<file path="src/rtl/cla4_pkg.sv">
package cla4_pkg;

    localparam int unsigned NBITS = 4;
    localparam int unsigned NCARRY = NBITS + 1;

    typedef logic [NBITS-1:0] word_t;

    // Per-bit look-ahead terms.
    typedef struct packed {
        word_t gen;
        word_t prop;
    } gp_t;

    // Everything the block presents at its outputs.
    typedef struct packed {
        word_t sum;
        logic  cout;
        logic  grp_g;
        logic  grp_p;
    } result_t;

    localparam int unsigned RESULT_W = $bits(result_t);

    function automatic logic bit_gen(input logic x, input logic y);
        return x & y;
    endfunction

    function automatic logic bit_prop(input logic x, input logic y);
        return x | y;
    endfunction

endpackage

</file>
<file path="src/rtl/cla4_gp_cells.sv">
module cla4_gp_cells
    import cla4_pkg::*;
(
    input  word_t x,
    input  word_t y,
    output gp_t   terms
);
    for (genvar i = 0; i < NBITS; i++) begin : g_bit
        assign terms.gen[i]  = bit_gen(x[i], y[i]);
        assign terms.prop[i] = bit_prop(x[i], y[i]);
    end
endmodule

</file>
<file path="src/rtl/cla4_lookahead.sv">
module cla4_lookahead
    import cla4_pkg::*;
(
    input  gp_t                terms,
    input  logic               c0,
    output logic [NCARRY-1:0]  carry,
    output logic               grp_g,
    output logic               grp_p
);
    word_t g;
    word_t p;

    assign g = terms.gen;
    assign p = terms.prop;

    // Every carry is a flat two-level sum of products over g, p and c0.
    // The widest AND and the widest OR both have five inputs.
    assign carry[0] = c0;

    assign carry[1] = g[0]
                    | (p[0] & c0);

    assign carry[2] = g[1]
                    | (p[1] & g[0])
                    | (p[1] & p[0] & c0);

    assign carry[3] = g[2]
                    | (p[2] & g[1])
                    | (p[2] & p[1] & g[0])
                    | (p[2] & p[1] & p[0] & c0);

    assign carry[4] = g[3]
                    | (p[3] & g[2])
                    | (p[3] & p[2] & g[1])
                    | (p[3] & p[2] & p[1] & g[0])
                    | (p[3] & p[2] & p[1] & p[0] & c0);

    assign grp_g = g[3]
                 | (p[3] & g[2])
                 | (p[3] & p[2] & g[1])
                 | (p[3] & p[2] & p[1] & g[0]);

    assign grp_p = p[3] & p[2] & p[1] & p[0];
endmodule

</file>
<file path="src/rtl/cla4_sum.sv">
module cla4_sum
    import cla4_pkg::*;
(
    input  word_t              x,
    input  word_t              y,
    input  logic [NCARRY-1:0]  carry,
    output word_t              sum
);
    for (genvar i = 0; i < NBITS; i++) begin : g_bit
        assign sum[i] = x[i] ^ y[i] ^ carry[i];
    end
endmodule

</file>
<file path="src/rtl/cla4_adder.sv">
module cla4_adder
    import cla4_pkg::*;
#(
    parameter bit REG_OUT = 1'b1
) (
    input  logic             clk,
    input  logic             rst,
    input  logic [NBITS-1:0] a,
    input  logic [NBITS-1:0] b,
    input  logic             cin,
    output logic [NBITS-1:0] sum,
    output logic             cout,
    output logic             group_g,
    output logic             group_p
);
    gp_t                terms;
    logic [NCARRY-1:0]  carry;
    word_t              sum_c;
    logic               gg_c;
    logic               gp_c;
    result_t            res_d;
    result_t            res_q;

    cla4_gp_cells u_gp (
        .x     (a),
        .y     (b),
        .terms (terms)
    );

    cla4_lookahead u_la (
        .terms (terms),
        .c0    (cin),
        .carry (carry),
        .grp_g (gg_c),
        .grp_p (gp_c)
    );

    cla4_sum u_sum (
        .x     (a),
        .y     (b),
        .carry (carry),
        .sum   (sum_c)
    );

    assign res_d = '{sum: sum_c, cout: carry[NBITS], grp_g: gg_c, grp_p: gp_c};

    if (REG_OUT) begin : g_reg
        always_ff @(posedge clk) begin
            if (rst) begin
                res_q <= '0;
            end else begin
                res_q <= res_d;
            end
        end
    end else begin : g_comb
        assign res_q = res_d;
    end

    assign sum     = res_q.sum;
    assign cout    = res_q.cout;
    assign group_g = res_q.grp_g;
    assign group_p = res_q.grp_p;
endmodule

</file>
<file path="config.mk">
export PLATFORM = sky130hd
export DESIGN_NAME = cla4_adder
export DESIGN_NICKNAME = d
export VERILOG_FILES = /design/src/rtl/cla4_pkg.sv /design/src/rtl/cla4_gp_cells.sv /design/src/rtl/cla4_lookahead.sv /design/src/rtl/cla4_sum.sv /design/src/rtl/cla4_adder.sv
export SDC_FILE = /design/constraint.sdc
export NUM_CORES = 1
export LEC_CHECK = 0
export BUFFER_PORTS_ARGS = -buffer_cell sky130_fd_sc_hd__buf_2
export CAP_MARGIN = 20
export CORE_AREA = 2 2 39 41
export CTS_CLUSTER_SIZE = 28
export DETAILED_ROUTE_END_ITERATION = 7
export DIE_AREA = 0 0 41 43
export PLACE_DENSITY = 0.63
export RECOVER_POWER = 50
export SYNTH_ARGS = -nofsm -noshare
export SYNTH_HDL_FRONTEND = slang
export SYNTH_SLANG_ARGS = --single-unit
</file>
<file path="constraint.sdc">
create_clock -name clk -period 3 [get_ports clk]
set_input_delay 0.15 -clock clk [delete_from_list [all_inputs] [get_ports clk]]
set_output_delay 0.15 -clock clk [all_outputs]
set_load 0.05 [all_outputs]
</file>
==> results by group, run 1 <==
Outcome
  • Outcome: completed

Cells and area
  • NumNets Final: 90
  • Area delta synth->final: 26.54%
  • Multi-input logic area: approximately 260 um^2
  • Antenna diodes: 0
  • Layout filler cell count: approximately 140
  • Seq. cell area: ~140 um^2
  • Share of cells above drive strength 1: 0.2609
  • Most frequent cells in the layout: 11 x inv_1, 11 x buf_2, 8 x ha_1
  • Final Cell Area: roughly 570 um^2

Clocking
  • CTS HTree Levels: 1
  • CTS tree: built
  • CTS root buffer: clkbuf_4
  • Post-cts gate resize count: 0
  • Post-CTS Hold Fix Bufs: 0
  • Clock tree buffer depth: 2
  • Clk sinks: 7
  • Cts bufs inserted: 3
  • Clk slew on worst S/H paths: 0.05 ns
  • Post-CTS Setup Bufs: 0

STA
  • Crit share post-route: 0.3828
  • Slew margin rel.: 0.6080
  • Slew Viols, Final: 0
  • Worst slew pin tran: slightly below 0.6 ns
  • Clock period minus final worst setup slack: roughly 1.1 ns
  • Final setup vio count: 0
  • FMAX: a little under 0.9 GHz
  • RSZ-0062 raised after global routing: no
  • Post-route setup TNS: 0 ns
  • Fin. Hold Viols: 0

Logic synthesis
  • Synthesized area: about 450 um^2
  • Syn nets: ~70
  • Share of the yosys chip area belonging to registers: 0.3128
  • Mean Syn Cell Area: ~9.1 um^2
  • Mapped Cells: 49
  • Count of cell types in the netlist: 19
  • Yosys warnings: 0
  • Synth Register Bits: 7

Setup path
  • Slowest cell on crit path: clkbuf_1
  • Worst Setup End Kind: primary output
  • CP required: between 2 and 3 ns
  • Top delay family on crit path: buffers and inverters
  • CP arrival: 1.00 ns
  • Crit path cell chain: clkbuf_1
  • Startpoint Class: flop
  • Crit Path Class: flop to primary output
  • Max FO, Critical Path: 1
  • CP max stage delay: around 0.46 ns
  • Crit path buf inv count: 1

Pwr
  • Pwr Total: around 0.00027 W
  • P_leak: just over 0.3 nW
  • Peak VDD IR: around 130 uV
  • PD cells: between 400 and 500 nW/um^2

Floorplanning
  • Placement row count: 14
  • Width of the die: roughly 41 um
  • Chip height: between 40 and 50 um
  • IO Pins: 18
  • Core Region: 1384 um^2
  • Starting density of the core: 0.3237
  • Die area: 1763 um^2

Global routing
  • Largest net degree at the start of global routing: 11
  • Vias in the first global route: 361
  • GRT Util Overall: 0.1121
  • Initial antenna violation count: 0
  • Gr ovfl total: 0
  • First-pass GRT wire length: 1366 um

Placement
  • Port Buffers: 17
  • Placer Congestion: 0.6893
  • Dpl hpwl: just under 700 um
  • Placed cell area: ~550 um^2

Route
  • Highest routing layer actually used: met3
  • Detailed Routing Iterations Pass 1: 2
  • Final WL: 732 um
  • Met1 Wirelength: 284 um
  • Vias/cell: ~4.3
  • Routed WL per cell: 8.612 um
  • DR iter-0 viols: 1
  • Met3 WL: 37 um
  • ANT nets after route: 0
  • Total number of vias: between 300 and 400
  • Met2 routed WL: ~410 um
  • DR DRC count: 0

Job
  • Max-cap viol count: 0

Min path
  • Type of the worst min-delay path: primary input to flop
==> final timing paths <==
check,start,endpoint,cells after the start
worst max-delay path,sum[1]$_SDFF_PP0_,sum[1],1
worst min-delay path,rst,sum[0]$_SDFF_PP0_,2
==> final cells by class <==
type                    count  share of cell area
multi-input cells          29              0.4547
flip-flops and latches      7              0.2472
repair buffers             17              0.1369
inverters                  12             0.07947
clock buffers               4             0.04636
well taps                  16             0.03532
==> sequential cells by signal, summed over array words and instances, names as in the netlist <==
signal and count:
cout 1, sum 4, group_g 1, group_p 1
==> synthesized netlist by cell type (all sizes together) <==
cell	number	area (um^2)
a21o	1	7.510
a21oi	3	18.77
buf	1	5.000
dfxtp	7	140.1
fa	1	20.02
ha	8	100.1
inv	12	45.04
mux2	2	26.27
nand2b	1	6.260
nor2	5	18.77
nor2b	2	12.51
o21bai	1	7.510
o31a	1	8.760
o31ai	2	15.01
or4	1	7.510
xor2	1	8.760
==> cells by family after synthesis <==
| logic type | Yosys count | synth area share |
|---|---|---|
| muxes | 2 | 0.05865 |
| and+or+nand+nor | 9 | 0.1006 |
| xor gates and xnor gates | 1 | 0.01956 |
| AOI/OAI and AO/OA | 8 | 0.1285 |
| DFF | 7 | 0.3128 |
| adders and majority gates | 9 | 0.2682 |
| buffers and inverters | 13 | 0.1117 |
==> stage by stage <==
| stage | hold WS [ns] | instances | setup slack (ns) | utilization |
|---|---|---|---|---|
| after floorplan | 0.3940 | 49 | 1.827 | - |
| after global routing | 0.2061 | 85 | 1.782 | 0.4096 |
| after CTS | 0.1762 | 85 | 1.909 | 0.4150 |
| after detailed placement | 0.4387 | 81 | 1.653 | 0.3960 |
| final | 0.1848 | 85 | 1.852 | 0.4096 |
| after global placement | 0.4349 | 81 | 1.699 | 0.3960 |
==> layer usage <==
layer,track usage,vias to the layer above
met1,0.1115,165
met2,0.2031,10
li1,-,193
met5,0,-
met3,0,0
met4,0.08000,0
==> power by group <==
part	switching [W]	leakage (nW)	total, W	internal (W)
clock	0.0000302	0.0150	0.0000807	0.0000505
sequential	0.00000203	0.0583	0.000105	0.000103
combinational	0.0000595	0.236	0.0000873	0.0000278
No activity file was read; power rests on OpenSTA's default activity.
==> run 2, diff against run 1 <==
--- a/config.mk
+++ b/config.mk
@@ -11,7 +11,7 @@
 export CTS_CLUSTER_SIZE = 28
 export DETAILED_ROUTE_END_ITERATION = 7
 export DIE_AREA = 0 0 41 43
-export PLACE_DENSITY = 0.63
+export PLACE_DENSITY = 0.65
 export RECOVER_POWER = 50
 export SYNTH_ARGS = -nofsm -noshare
 export SYNTH_HDL_FRONTEND = slang
==> constraint.sdc (replaced) <==
create_clock -name clk -period 1.05 [get_ports clk]
set_input_delay 0.0525 -clock clk [delete_from_list [all_inputs] [get_ports clk]]
set_output_delay 0.0525 -clock clk [all_outputs]
set_load 0.05 [all_outputs]
==> run 2 against run 1 <==
Sequential share of layout area fell by 1.7 points. Critical path depth rose by 6. Total power rose to 2.9 times the previous value. Clock power increased to 3.0 times the previous value. Core utilization is 3.0 points higher. Non-clock buffer count rose by 3. Combinational power rose to 3.0 times the previous value. First-iteration DRC count increased to 3.0 times the previous value. Design area increased by 7.3%. Clock-buffer cell count did not move. Sequential power increased to 2.8 times the previous value. Largest cell class unchanged.
==> results by group, run 2 (synthesis gave the netlist of run 1 again) <==
Cells and area
  • Most frequent cells in the layout: 14 x buf_2, 10 x inv_1, 7 x ha_1, 7 x dfxtp_1, 5 x nor2_1
  • Seq. cell area: 140.1 um^2 (unchanged)
  • Share of cells above drive strength 1: 0.3889 (+0.1280)
  • NumNets Final: 93 (+3.3%)
  • Commonest non-fill, non-tap cell in the layout: buf_2
  • Max reg flops: 4 (unchanged)
  • Multi-input logic area: 270.3 um^2 (+4.9%)
  • Area delta synth->final: 35.75%
  • Antenna diodes: 0 (unchanged)
  • Layout filler cell count: 150 (+8.7%)

Floorplanning
  • Width of the die: 41 um (unchanged)
  • Die area: 1763 um^2 (unchanged)
  • Core Region: 1384 um^2 (unchanged)
  • Placement row count: 14 (unchanged)
  • Chip height: 43 um (unchanged)
  • Starting density of the core: 0.3237 (unchanged)
  • IO Pins: 18 (unchanged)

STA
  • Worst slew pin tran: 0.2785 ns (-0.3119 ns)
  • FMAX: 1.050 GHz
  • Clock period minus final worst setup slack: roughly 0.95 ns
  • Slew margin rel.: 0.8151 (+0.2071)
  • Min Hold Slack: 0.08069 ns (-0.1042 ns)
  • RSZ-0062 raised after global routing: no
  • Fin. Hold Viols: 0 (unchanged)
  • Slew Viols, Final: 0 (unchanged)
  • Worst path setup slack after routing: 0.09799 ns (-1.754 ns)
  • Crit share post-route: 0.9067
  • Final setup vio count: 0 (unchanged)

Global routing
  • Gr ovfl total: 0 (unchanged)
  • GRT Util Overall: 0.1030 (-0.009112)
  • Largest net degree at the start of global routing: 11 (unchanged)
  • First-pass GRT wire length: 1186 um (-13%)
  • Initial antenna violation count: 0 (unchanged)
  • Vias in the first global route: 334 (-7.5%)

Setup path
  • Worst Setup End Kind: flop
  • Crit Path Class: primary input to flop
  • Max FO, Critical Path: 2 (+1)
  • Startpoint Class: primary input
  • CP required: 1.19 ns (-1.66 ns)
  • CP arrival: 1.09 ns (+0.09 ns)

Route
  • Total number of vias: 374 (+1.6%)
  • Vias/cell: 4.250 (-1.8%)
  • Routed WL per cell: 8.261 um (-4.1%)
  • ANT nets after route: 0 (unchanged)
  • DR iter-0 viols: 3 (+2)
  • Detailed Routing Iterations Pass 1: 4 (+2)
  • DR DRC count: 0 (unchanged)
  • Final WL: 727 um (-0.68%)

Clocking
  • CTS tree: built
  • Post-CTS Setup Bufs: 0 (unchanged)
  • Post-CTS Hold Fix Bufs: 0 (unchanged)
  • CTS root buffer: clkbuf_4
  • Clk sinks: 7 (unchanged)
  • Clock tree buffer depth: 2 (unchanged)
  • Post-cts gate resize count: 0 (unchanged)
  • Clk slew on worst S/H paths: 0.05 ns (about the same)
  • CTS HTree Levels: 1 (unchanged)
  • Cts bufs inserted: 3 (unchanged)

Min path
  • Hold_sp: rst
  • Hold Path Depth: 2 (unchanged)
  • Type of the worst min-delay path: primary input to flop
  • Min-Delay Endpoint: sum[0]$_SDFF_PP0_

Job
  • Max-cap viol count: 0 (unchanged)

Placement
  • Pre-CTS setup slack: -0.1460 ns (-1.799 ns)
  • Placer Congestion: 0.6943 (+0.73%)
  • Port Buffers: 17 (unchanged)
  • Dpl hpwl: 640 um (-5.3%)

Pwr
  • PD cells: 1320 nW/um^2 (+170%)
  • P_leak: 0.3392 nW (+9.7%)
  • Peak VDD IR: 382.7 uV (+200%)

Outcome
  • Outcome: completed
[run 2: cell type report]
class	count	area share
Inverter	12	0.07407
Clock buffer	4	0.04321
Tap cell	16	0.03292
Timing Repair Buffer	20	0.1749
Multi-Input combinational cell	29	0.4444
Sequential cell	7	0.2305
[run 2: where the power goes]
part | total [W] | switching (W) | internal (W)
registers | 0.000299 | 0.00000514 | 0.000294
clock network | 0.000239 | 0.0000939 | 0.000145
logic | 0.000265 | 0.000173 | 0.0000924
[run 2: routing by layer]
layer | wire, um | share of wire | GRT usage
met5 | 0 | 0 | 0
met4 | 13 | 0.018 | 0.1200
met3 | 43 | 0.059 | 0
met2 | 360 | 0.50 | 0.1500
met1 | 309 | 0.43 | 0.1175
[run 2: how the worst max path moves through the flow]
stage	slack (ns)	cells past startpoint	start	to
after floorplan	0.002	6	b[0]	sum[3]$_SDFF_PP0_
after global routing	0.05	7	a[2]	sum[3]$_SDFF_PP0_
after CTS	0.12	7	a[0]	sum[3]$_SDFF_PP0_
after detailed placement	-0.15	7	a[0]	sum[3]$_SDFF_PP0_
after global placement	-0.14	7	a[2]	sum[3]$_SDFF_PP0_
final	0.1	7	b[0]	sum[3]$_SDFF_PP0_
[run 2: metrics by stage]
step | instances | util | setup TNS (ns) | area, um^2 | total power [W]
after floorplan | 49 | - | 0 | 460.4 | 0.0005020
after global placement | 84 | 0.4213 | -0.2002 | 583.1 | 0.0005707
after detailed placement | 84 | 0.4213 | -0.2404 | 583.1 | 0.0005743
after CTS | 88 | 0.4403 | 0 | 609.3 | 0.0008200
after global routing | 88 | 0.4394 | 0 | 608.1 | 0.0008545
final | 88 | 0.4394 | 0 | 608.1 | 0.0008028
[run 2: critical path, cell delays in order]
cell and delay (ns):
buf_2 0.09, inv_1 0.07, ha_4 0.16, inv_2 0.04, a21oi_2 0.05, o31a_1 0.32, mux2_4 0.30
